[config.mk]
export PLATFORM = sky130hd
export DESIGN_NAME = secrtc_top
export DESIGN_NICKNAME = d
export VERILOG_FILES = /design/src/rtl/secrtc_pkg.sv /design/src/rtl/secrtc_divider.sv /design/src/rtl/secrtc_timekeep.sv /design/src/rtl/secrtc_irq.sv /design/src/rtl/secrtc_regs.sv /design/src/rtl/secrtc_top.sv
export SDC_FILE = /design/constraint.sdc
export NUM_CORES = 1
export LEC_CHECK = 0
export CORE_AREA = 2 2 129 143
export CTS_CLUSTER_SIZE = 16
export DETAILED_ROUTE_END_ITERATION = 10
export DIE_AREA = 0 0 131 145
export DONT_BUFFER_PORTS = 1
export PLACE_DENSITY = 0.78
export SKIP_CTS_REPAIR_TIMING = 1
export SYNTH_ARGS = -nofsm -noshare
export SYNTH_HDL_FRONTEND = slang
export SYNTH_SLANG_ARGS = --single-unit
[constraint.sdc]
create_clock -name clk -period 4.03 [get_ports clk]
set_clock_uncertainty 0.05 [all_clocks]
set_input_delay 0.806 -clock clk [delete_from_list [all_inputs] [get_ports clk]]
set_output_delay 0.806 -clock clk [all_outputs]
set_load 0.005 [all_outputs]
[src/rtl/secrtc_pkg.sv]
package secrtc_pkg;
  localparam int DATA_W  = 32;
  localparam int ADDR_W  = 8;
  localparam int TICK_W  = 16;
  localparam int FRAC_W  = 4;
  localparam int CAL_W   = TICK_W + FRAC_W + 1;
  localparam int LIM_W   = TICK_W + 1;
  localparam int NSRC    = 2;
  localparam int OSC_BIT = 24;

  localparam logic [ADDR_W-1:0] A_TIME_LOAD = 8'h00;
  localparam logic [ADDR_W-1:0] A_TIME_ECHO = 8'h04;
  localparam logic [ADDR_W-1:0] A_TRIM_WR   = 8'h08;
  localparam logic [ADDR_W-1:0] A_TRIM_RD   = 8'h0C;
  localparam logic [ADDR_W-1:0] A_NOW_SEC   = 8'h10;
  localparam logic [ADDR_W-1:0] A_NOW_TICK  = 8'h14;
  localparam logic [ADDR_W-1:0] A_WAKE_AT   = 8'h18;
  localparam logic [ADDR_W-1:0] A_EVT_FLAGS = 8'h20;
  localparam logic [ADDR_W-1:0] A_EVT_MASK  = 8'h24;
  localparam logic [ADDR_W-1:0] A_EVT_UNMSK = 8'h28;
  localparam logic [ADDR_W-1:0] A_EVT_SETMSK= 8'h2C;
  localparam logic [ADDR_W-1:0] A_CONTROL   = 8'h40;

  typedef struct packed {
    logic              trim_on;
    logic [FRAC_W-1:0] trim_frac;
    logic [TICK_W-1:0] tick_max;
  } trim_t;

  localparam int SRC_SEC   = 0;
  localparam int SRC_ALARM = 1;

  // True when the second at phase ph gets one extra tick.
  function automatic logic stretch_now(trim_t c, logic [FRAC_W-1:0] ph);
    return c.trim_on && (ph < c.trim_frac);
  endfunction

  // Last tick value of the current second.
  function automatic logic [LIM_W-1:0] second_limit(trim_t c, logic [FRAC_W-1:0] ph);
    return {1'b0, c.tick_max} + LIM_W'(stretch_now(c, ph));
  endfunction
endpackage

[src/rtl/secrtc_divider.sv]
module secrtc_divider
  import secrtc_pkg::*;
(
  input  logic              clk,
  input  logic              rst_n,
  input  logic              run,
  input  logic              restart,
  input  trim_t             trim,
  output logic [TICK_W-1:0] tick_o,
  output logic              wrap_o
);
  logic [LIM_W-1:0]  tick_q;
  logic [FRAC_W-1:0] phase_q;
  logic [LIM_W-1:0]  limit;
  logic              at_end;

  assign limit  = second_limit(trim, phase_q);
  assign at_end = (tick_q >= limit);
  assign wrap_o = run & ~restart & at_end;
  assign tick_o = tick_q[TICK_W-1:0];

  always_ff @(posedge clk or negedge rst_n) begin
    if (!rst_n) begin
      tick_q  <= '0;
      phase_q <= '0;
    end else if (restart) begin
      tick_q  <= '0;
      phase_q <= '0;
    end else if (run) begin
      if (at_end) begin
        tick_q  <= '0;
        phase_q <= phase_q + FRAC_W'(1);
      end else begin
        tick_q  <= tick_q + LIM_W'(1);
      end
    end
  end

  p_wrap_zero_r3: assert property (@(posedge clk) disable iff (!rst_n)
    wrap_o |=> (tick_q == '0));
  p_restart_clears_r2: assert property (@(posedge clk) disable iff (!rst_n)
    restart |=> (tick_q == '0) && (phase_q == '0));
  p_frozen_hold_r9: assert property (@(posedge clk) disable iff (!rst_n)
    (!run && !restart) |=> $stable(tick_q) && $stable(phase_q));
endmodule

[src/rtl/secrtc_timekeep.sv]
module secrtc_timekeep
  import secrtc_pkg::*;
(
  input  logic              clk,
  input  logic              rst_n,
  input  logic              load,
  input  logic [DATA_W-1:0] load_val,
  input  logic              step,
  input  logic [DATA_W-1:0] alarm_val,
  output logic [DATA_W-1:0] secs_o,
  output logic              alarm_evt_o
);
  logic [DATA_W-1:0] secs_q;
  logic              match_q;
  logic              match_now;

  assign match_now   = (secs_q == alarm_val);
  assign alarm_evt_o = match_now & ~match_q;
  assign secs_o      = secs_q;

  always_ff @(posedge clk or negedge rst_n) begin
    if (!rst_n) begin
      secs_q  <= '0;
      match_q <= 1'b1;
    end else begin
      match_q <= match_now;
      if (load)      secs_q <= load_val;
      else if (step) secs_q <= secs_q + DATA_W'(1);
    end
  end

  p_step_plus1_r5: assert property (@(posedge clk) disable iff (!rst_n)
    (step && !load) |=> (secs_q == $past(secs_q) + DATA_W'(1)));
  p_load_value_r2: assert property (@(posedge clk) disable iff (!rst_n)
    load |=> (secs_q == $past(load_val)));
  p_alarm_single_r7: assert property (@(posedge clk) disable iff (!rst_n)
    alarm_evt_o |=> !alarm_evt_o);
endmodule

[src/rtl/secrtc_irq.sv]
module secrtc_irq
  import secrtc_pkg::*;
(
  input  logic            clk,
  input  logic            rst_n,
  input  logic [NSRC-1:0] evt,
  input  logic            clr_wr,
  input  logic            unmask_wr,
  input  logic            mask_wr,
  input  logic [NSRC-1:0] wbits,
  output logic [NSRC-1:0] status_o,
  output logic [NSRC-1:0] mask_o,
  output logic [NSRC-1:0] irq_o
);
  logic [NSRC-1:0] status_q;
  logic [NSRC-1:0] mask_q;

  for (genvar g = 0; g < NSRC; g++) begin : g_src
    always_ff @(posedge clk or negedge rst_n) begin
      if (!rst_n) begin
        status_q[g] <= 1'b0;
        mask_q[g]   <= 1'b1;
      end else begin
        status_q[g] <= evt[g] | (status_q[g] & ~(clr_wr & wbits[g]));
        if (unmask_wr && wbits[g])    mask_q[g] <= 1'b0;
        else if (mask_wr && wbits[g]) mask_q[g] <= 1'b1;
      end
    end
  end

  assign status_o = status_q;
  assign mask_o   = mask_q;
  assign irq_o    = status_q & ~mask_q;

  p_sec_flag_r6: assert property (@(posedge clk) disable iff (!rst_n)
    evt[SRC_SEC] |=> status_q[SRC_SEC]);
  p_alarm_flag_r7: assert property (@(posedge clk) disable iff (!rst_n)
    evt[SRC_ALARM] |=> status_q[SRC_ALARM]);
  p_unmask_r8: assert property (@(posedge clk) disable iff (!rst_n)
    (unmask_wr && wbits[SRC_SEC]) |=> !mask_q[SRC_SEC]);
  p_setmask_r8: assert property (@(posedge clk) disable iff (!rst_n)
    (mask_wr && wbits[SRC_ALARM]) |=> mask_q[SRC_ALARM]);
endmodule

[src/rtl/secrtc_regs.sv]
module secrtc_regs
  import secrtc_pkg::*;
#(
  parameter logic [CAL_W-1:0] TRIM_RESET = 21'h198233
)(
  input  logic              clk,
  input  logic              rst_n,
  input  logic              bus_wr,
  input  logic [ADDR_W-1:0] bus_addr,
  input  logic [DATA_W-1:0] bus_wdata,
  output logic [DATA_W-1:0] bus_rdata,
  input  logic [DATA_W-1:0] secs,
  input  logic [TICK_W-1:0] tick,
  input  logic [NSRC-1:0]   status,
  input  logic [NSRC-1:0]   mask,
  output trim_t             trim,
  output logic [DATA_W-1:0] alarm_val,
  output logic              osc_en,
  output logic              load,
  output logic [DATA_W-1:0] load_val,
  output logic              clr_wr,
  output logic              unmask_wr,
  output logic              mask_wr,
  output logic [NSRC-1:0]   wbits
);
  logic [DATA_W-1:0] echo_q;
  logic [CAL_W-1:0]  trim_q;
  logic [DATA_W-1:0] alarm_q;
  logic              osc_q;
  logic              trim_wr;
  logic              alarm_wr;
  logic              ctrl_wr;

  assign load      = bus_wr && (bus_addr == A_TIME_LOAD);
  assign trim_wr   = bus_wr && (bus_addr == A_TRIM_WR);
  assign alarm_wr  = bus_wr && (bus_addr == A_WAKE_AT);
  assign ctrl_wr   = bus_wr && (bus_addr == A_CONTROL);
  assign clr_wr    = bus_wr && (bus_addr == A_EVT_FLAGS);
  assign unmask_wr = bus_wr && (bus_addr == A_EVT_UNMSK);
  assign mask_wr   = bus_wr && (bus_addr == A_EVT_SETMSK);
  assign wbits     = bus_wdata[NSRC-1:0];
  assign load_val  = bus_wdata;

  always_ff @(posedge clk or negedge rst_n) begin
    if (!rst_n) begin
      echo_q  <= '0;
      trim_q  <= TRIM_RESET;
      alarm_q <= '0;
      osc_q   <= 1'b1;
    end else begin
      if (load)     echo_q  <= bus_wdata;
      if (trim_wr)  trim_q  <= bus_wdata[CAL_W-1:0];
      if (alarm_wr) alarm_q <= bus_wdata;
      if (ctrl_wr)  osc_q   <= bus_wdata[OSC_BIT];
    end
  end

  assign trim      = trim_t'(trim_q);
  assign alarm_val = alarm_q;
  assign osc_en    = osc_q;

  always_comb begin
    bus_rdata = '0;
    case (bus_addr)
      A_TIME_ECHO: bus_rdata = echo_q;
      A_TRIM_RD:   bus_rdata = DATA_W'(trim_q);
      A_NOW_SEC:   bus_rdata = secs;
      A_NOW_TICK:  bus_rdata = DATA_W'(tick);
      A_WAKE_AT:   bus_rdata = alarm_q;
      A_EVT_FLAGS: bus_rdata = DATA_W'(status);
      A_EVT_MASK:  bus_rdata = DATA_W'(mask);
      A_CONTROL:   bus_rdata[OSC_BIT] = osc_q;
      default:     bus_rdata = '0;
    endcase
  end

  p_trim_store_r10: assert property (@(posedge clk) disable iff (!rst_n)
    trim_wr |=> (trim_q == $past(bus_wdata[CAL_W-1:0])));
endmodule

[src/rtl/secrtc_top.sv]
module secrtc_top
  import secrtc_pkg::*;
#(
  parameter logic [CAL_W-1:0] TRIM_RESET = 21'h198233
)(
  input  logic              clk,
  input  logic              rst_n,
  input  logic              bus_wr,
  input  logic [ADDR_W-1:0] bus_addr,
  input  logic [DATA_W-1:0] bus_wdata,
  output logic [DATA_W-1:0] bus_rdata,
  output logic              irq_sec,
  output logic              irq_alarm
);
  trim_t             trim;
  logic [DATA_W-1:0] alarm_val;
  logic              osc_en;
  logic              load;
  logic [DATA_W-1:0] load_val;
  logic              clr_wr;
  logic              unmask_wr;
  logic              mask_wr;
  logic [NSRC-1:0]   wbits;
  logic [DATA_W-1:0] secs;
  logic [TICK_W-1:0] tick;
  logic              sec_step;
  logic              alarm_evt;
  logic [NSRC-1:0]   evt;
  logic [NSRC-1:0]   status;
  logic [NSRC-1:0]   mask;
  logic [NSRC-1:0]   irq_vec;

  secrtc_regs #(.TRIM_RESET(TRIM_RESET)) u_regs (
    .clk(clk), .rst_n(rst_n), .bus_wr(bus_wr), .bus_addr(bus_addr),
    .bus_wdata(bus_wdata), .bus_rdata(bus_rdata), .secs(secs), .tick(tick),
    .status(status), .mask(mask), .trim(trim), .alarm_val(alarm_val),
    .osc_en(osc_en), .load(load), .load_val(load_val), .clr_wr(clr_wr),
    .unmask_wr(unmask_wr), .mask_wr(mask_wr), .wbits(wbits)
  );

  secrtc_divider u_div (
    .clk(clk), .rst_n(rst_n), .run(osc_en), .restart(load), .trim(trim),
    .tick_o(tick), .wrap_o(sec_step)
  );

  secrtc_timekeep u_time (
    .clk(clk), .rst_n(rst_n), .load(load), .load_val(load_val),
    .step(sec_step), .alarm_val(alarm_val), .secs_o(secs),
    .alarm_evt_o(alarm_evt)
  );

  assign evt[SRC_SEC]   = sec_step;
  assign evt[SRC_ALARM] = alarm_evt;

  secrtc_irq u_irq (
    .clk(clk), .rst_n(rst_n), .evt(evt), .clr_wr(clr_wr),
    .unmask_wr(unmask_wr), .mask_wr(mask_wr), .wbits(wbits),
    .status_o(status), .mask_o(mask), .irq_o(irq_vec)
  );

  assign irq_sec   = irq_vec[SRC_SEC];
  assign irq_alarm = irq_vec[SRC_ALARM];

  p_irq_follows_r8: assert property (@(posedge clk) disable iff (!rst_n)
    (mask_wr && wbits[SRC_SEC]) |=> !irq_sec);
endmodule

# Word level (Yosys, flattened, before mapping)
# Cells that the tools add are included.
# Widths: inputs -> output; s select.
[totals] reg_bits=144 in_bits=43 output_inout_bits=34
[op_classes] add_sub_neg=4 n_lt_le_gt_ge=2 eq_ne=12 muxes=15 bitwise_logic=15 n_reduce_logical=19
[op_table] cell="$pmux 24 s7" count=1
[op_table] cell="$mux 32" count=2
[op_table] cell="$mux 17" count=3
[op_table] cell="$add 32x1->32 const B" count=1
[op_table] cell="$eq 32x32->1" count=1
[op_table] cell="$eq 8x6->1 const B" count=4
[op_table] cell="$eq 8x5->1 const B" count=3
[op_table] cell="$pmux 7 s3" count=1
[op_table] cell="$add 16x1->17" count=1
[op_table] cell="$add 17x1->17 const B" count=1
[op_table] cell="$ge 17x17->1" count=1
[op_table] cell="$eq 8x4->1 const B" count=2
[op_table] cell="$logic_and 1x1->1" count=12
[op_table] cell="$mux 4" count=3
[op_table] cell="$reduce_bool 2->1" count=5
[op_table] cell="$eq 8x3->1 const B" count=1
[op_table] cell="$eq 8x7->1 const B" count=1
[op_table] cell="$logic_not 8->1" count=1
[op_table] cell="$and 1x1->1" count=7
[op_table] cell="$add 4x1->4 const B" count=1
[op_table] cell="$lt 4x4->1" count=1
[op_table] cell="$mux 1" count=4
[op_table] cell="$not 1->1" count=4
[op_table] cell="$pmux 1 s4" count=1
[op_table] cell="4 further kinds" count=5

# Depth between registers and ports, before layout
[depth] word_depth=7 depth_mapped=20 mapped_depth_nobuf=19

# Hierarchy
# Synthesis repeated with hierarchy kept, for this count alone.
[unflattened] hier_cells=883 area_unflattened_um2=9161.3
[modules_own_cells] module="secrtc_regs" n_inst=1 cells_each=385 area_each_um2=4739.5 seq_area_each_um2=2164.6
[modules_own_cells] module="secrtc_timekeep" n_inst=1 cells_each=263 area_each_um2=2269.7 seq_area_each_um2=827.0
[modules_own_cells] module="secrtc_divider" n_inst=1 cells_each=221 area_each_um2=1994.4 seq_area_each_um2=525.5
[modules_own_cells] module="secrtc_irq" n_inst=1 cells_each=14 area_each_um2=157.7 seq_area_each_um2=102.6

# Worst setup path before layout
# No wires, ideal clock.
[synth_path] kind="flip-flop to flip-flop" startpoint="register u_div.phase_q[1]" endpoint="register u_time.secs_q[5] (netlist: u_time.secs_o[5])" arrival_time_ns=3.872 t_required_ns=3.858 path_slack_ns=-0.013 path_stages_with_launch=20 n_path_buf=1 path_cell_list="dfrtp_1 > ha_1 > a21oi_1 > nor2b_1 > o21ai_0 > and3b_1 > ha_1 > ha_1 > nand3_1 > nor3_1 > nand2_1 > xor2_1 > ha_1 > a21oi_1 > a31oi_1 > a211oi_2 > o22a_1 > buf_2 > mux2i_1 > nand2_1"
[synth_via] elab_chain_cells=6
[synth_rtl] item="from (decl)" line_no="secrtc_divider.sv:13" source="logic [FRAC_W-1:0] phase_q;"
[synth_rtl] item="from (signal assigned)" line_no="secrtc_divider.sv:32" source="phase_q <= phase_q + FRAC_W'(1);"
[synth_rtl] item="$lt 4x4->1" line_no="secrtc_pkg.sv:35" source="return c.trim_on && (ph < c.trim_frac);"
[synth_rtl] item="$logic_and 1x1->1" line_no="secrtc_pkg.sv:35"
[synth_rtl] item="$add 16x1->17" line_no="secrtc_pkg.sv:40" source="return {1'b0, c.tick_max} + LIM_W'(stretch_now(c, ph));"
[synth_rtl] item="$ge 17x17->1" line_no="secrtc_divider.sv:18" source="assign at_end = (tick_q >= limit);"
[synth_rtl] item="$and 1x1->1" line_no="secrtc_divider.sv:19" source="assign wrap_o = run & ~restart & at_end;"
[synth_rtl] item="$reduce_bool 2->1 (no source line)"
[synth_rtl] item="to (signal assigned)" line_no="secrtc_timekeep.sv:27" source="if (load) secs_q <= load_val;"
[synth_rtl] item="to (signal assigned)" line_no="secrtc_timekeep.sv:28" source="else if (step) secs_q <= secs_q + DATA_W'(1);"
[synth_rtl] item="to (decl)" line_no="secrtc_timekeep.sv:13" source="logic [DATA_W-1:0] secs_q;"
# No other way between the ends.
# A chain may end at the register's enable or synchronous reset.

# Final worst setup path
[layout_path] startpoint="register u_regs.trim_q[17] (netlist: u_regs.trim[17])" endpoint="register u_time.secs_q[28] (netlist: u_time.secs_o[28])"
[layout_via] elab_chain_cells=6
[layout_rtl] item="from (decl)" line_no="secrtc_regs.sv:27" source="logic [CAL_W-1:0] trim_q;"
[layout_rtl] item="from (signal assigned)" line_no="secrtc_regs.sv:52" source="if (trim_wr) trim_q <= bus_wdata[CAL_W-1:0];"
[layout_rtl] item="$lt 4x4->1" line_no="secrtc_pkg.sv:35"
[layout_rtl] item="$logic_and 1x1->1" line_no="secrtc_pkg.sv:35"
[layout_rtl] item="$add 16x1->17" line_no="secrtc_pkg.sv:40"
[layout_rtl] item="$ge 17x17->1" line_no="secrtc_divider.sv:18"
[layout_rtl] item="$and 1x1->1" line_no="secrtc_divider.sv:19"
[layout_rtl] item="$reduce_bool 2->1 (no source line)"
# No other way between the ends.

==> flow_metrics.py <==
metrics = {
    "status": {
        "status": "finished, violations left",
        "violations": "negative setup slack",
    },
    "route": {
        "dr.first_iter.drc_count": 692,
        "wl_mm": 24.7,
        "antenna_left": 0,
        "route.detailed.drc": 0,
        "routed-via-count": 7431,
        "dr.pass1.iters": 6,
        "via_per_inst": 6.25,
        "wl_per_cell_um": 20.8,
    },
    "synthesis": {
        "syn_area_um2": 8650,
        "yosysTopAreaCellShare": 0.379,
        "synthTopCellsByArea": "dfrtp_1 38%, nand2_1 8.1%, mux2_2 7.2%",
        "synth_compound_area_frac": 0.120,
        "synth_xor_area_frac": 0.0577,
        "syn_inst": 925,
        "synthAdderAreaFrac": 0.0376,
        "yosysTopAreaCell": "dfrtp_1",
        "syn_avg_cell_area_um2": 9.35,
        "synth_warnings": 0,
        "synth_common_cells": "187 x nand2_1, 131 x dfrtp_1, 55 x mux2_2, 55 x nand3_1, 53 x a22oi_1",
        "synth_top_family_by_area": "simple AND/OR/NAND/NOR gates",
        "synth_fp_nets": 994,
        "synth-async-reset-ratio": 1.00,
        "synth_most_common_cell": "nand2_1",
        "synth_simple_gate_area_frac": 0.230,
        "synth_mux_area_frac": 0.0942,
        "synthDistinctLibCells": 66,
        "synth_edf_count": 0,
        "ys.flop_type": "dfrtp_1",
        "synth-seq-cells": 144,
        "seq_area_frac_synth": 0.418,
    },
    "clock_network": {
        "clkSinkCount": 144,
        "clk_pin_slew_worst_paths_ns": 0.06,
        "clk_path_buf_depth": 2,
        "clk_latency_ns": 0.43,
        "numCtsBuffers": 17,
        "htree_levels": 4,
        "cts_tree": "yes",
        "cts_root_buf": "clkbuf_16",
    },
    "die": {
        "die_y_um": 145,
        "core_um2": 17500,
        "row_count": 51,
        "die_area_um2": 19000,
        "die_x_um": 131,
        "io-pin-count": 77,
        "initial_core_util": 0.493,
    },
    "finish": {
        "syn_to_final_growth_pct": 15.1,
        "drive_gt1_frac": 0.216,
        "final_nets": 1007,
        "final_core_util": 0.567,
        "n_antenna_cell": 0,
    },
    "placement": {
        "routabilityCongestion": 0.911,
        "hpwl_mm": 16.5,
        "post-place-ws_ns": -0.240,
        "port-buffer-count": 0,
    },
    "timing": {
        "final_hold_viol_count": 0,
        "rsz0062_at_grt": "true",
        "worst_slack_ns": -0.162,
        "whs_ns": 0.0201,
        "post-route-min-period_ns": 4.19,
        "max-slew-margin-rel": 0.448,
        "timing.fmax_ghz": 0.239,
        "fin_crit_sh": 1.04,
        "setup_viol": 34,
        "tightest_slew_ns": 0.822,
        "finalMaxSlewViolations": 0,
    },
    "setup_path": {
        "worstSetupEndpointType": "register",
        "worstPathMaxFanout": 7,
        "cp.required_ns": 4.35,
        "path_class": "reg2reg",
        "startpoint_type": "register",
        "worstPathArrival_ns": 4.51,
    },
    "power": {
        "power_w": 0.00469,
        "p_per_area_nw_per_um2": 471,
        "leakage_nw": 4.42,
        "ir_worst_vdd_mv": 0.334,
    },
    "grt": {
        "grt_pass1_vias": 7213,
        "grt_usage": 0.262,
        "antenna_found_initial": 0,
        "grt_pass1_wl_mm": 38.7,
        "grt_max_degree": 145,
        "grt_remaining_overflow": 0,
    },
    "run": {
        "cap_violations": 0,
    },
    "min_path": {
        "hp-class": "in2async",
    },
}
==> cell families (layout without fill, tap and decap cells) <==
kind of cell | after synthesis | in the layout
AO/OA/AOI/OAI | 141 | 141
XOR/XNOR | 57 | 57
adder cells (fa/ha/maj) | 26 | 26
buffers and inverters | 69 | 95
flip-flops | 144 | 144
multiplexers | 73 | 73
AND/OR/NAND/NOR | 415 | 415
==> critical path, stage by stage, from the launching register on <==
cell and delay, ns:
dfrtp_1 0.39, inv_2 0.08, ha_4 0.19, a21oi_2 0.12
nor2b_1 0.05, o21ai_1 0.11, and3b_2 0.25, ha_4 0.16
buf_6 0.09, and3_4 0.17, nand3_4 0.09, nor2_4 0.14
nand3_1 0.10, xor2_1 0.17, ha_1 0.33, buf_4 0.16
a21oi_2 0.15, nand2_2 0.08, a211oi_4 0.30, buf_12 0.17
buf_12 0.10, o32ai_4 0.12, buf_4 0.19, mux2_4 0.29
nand3_2 0.06
==> where the power goes <==
group	internal [W]	switching, W	leakage, nW
registers	0.00160	0.000257	1.76
logic	0.000538	0.000596	2.36
clock network	0.00107	0.000627	0.305
==> cell type report <==
cell class              instances  area (um2)
clock buffers                  19         453
fillers                      1459        7590
clock inverters                13         184
multi-input cells             712        4900
flip-flops and latches        144        3620
repair buffers                 47         445
well taps                     238         298
inverters                      16        60.1
==> through the flow <==
step / std cells / cell area (um2) / TNS (ns)
after floorplan: 925 / 8660 / 0
after global placement: 1144 / 8970 / -1.64
after detailed placement: 1144 / 8970 / -7.14
after CTS: 1176 / 9610 / -8.04
after global routing: 1189 / 9960 / -12.35
final: 1189 / 9960 / -2.64
==> cell usage in the layout, fill, tap and decap left out, types with 5 or more instances in the layout <==
| cell | count |
|---|---|
| and2_1 | 18 |
| a21o_1 | 6 |
| mux2i_1 | 15 |
| dfstp_2 | 13 |
| nor2_1 | 38 |
| buf_4 | 34 |
| clkbuf_16 | 17 |
| nand2_1 | 184 |
| inv_1 | 15 |
| a21oi_1 | 16 |
| o21ai_0 | 14 |
| nand2b_1 | 8 |
| a31oi_1 | 15 |
| nand4_1 | 19 |
| nand3b_1 | 8 |
| mux2_2 | 55 |
| ha_1 | 24 |
| a22oi_1 | 53 |
| dfrtp_1 | 131 |
| o21ai_1 | 5 |
| buf_12 | 5 |
| xor2_1 | 48 |
| nor4_1 | 10 |
| buf_6 | 8 |
| and3_1 | 11 |
| nor3_2 | 11 |
| or3_1 | 7 |
| xnor2_1 | 8 |
| nand3_1 | 51 |
| nor3_1 | 16 |
==> sequential cells by signal (all words and copies together), names as in the netlist <==
| register | count |
|---|---|
| u_regs.alarm_val | 32 |
| u_regs.echo_q | 32 |
| u_time.secs_o | 32 |
| u_regs.trim | 21 |
| u_div.tick_q | 17 |
| u_div.phase_q | 4 |
| u_irq.mask_o | 2 |
| u_irq.status_o | 2 |
| u_regs.osc_en | 1 |
| u_time.match_q | 1 |
==> final timing paths <==
path                              startpoint                    to  slack, ns  cells after the start
min in group clk           u_regs.echo_q[26]     u_regs.echo_q[26]       0.43                      2
max in group asynchronous              rst_n       u_regs.trim[15]       3.65                      0
max reg2reg                  u_regs.trim[17]     u_time.secs_o[28]      -0.16                     24
max                          u_regs.trim[17]     u_time.secs_o[28]      -0.16                     24
min reg2reg                u_regs.echo_q[26]     u_regs.echo_q[26]       0.43                      2
min                                    rst_n  u_regs.alarm_val[25]       0.02                      0
==> routing by layer <==
metal / wire length [um] / track usage / vias to the layer above
met1: 9600 / 0.330 / 3677
met5: 0 / 0 / -
met3: 1780 / 0.0619 / 105
li1: - / - / 3318
met2: 12100 / 0.411 / 331
met4: 1280 / 0.147 / 0
No activity file was read; power rests on OpenSTA's default activity.
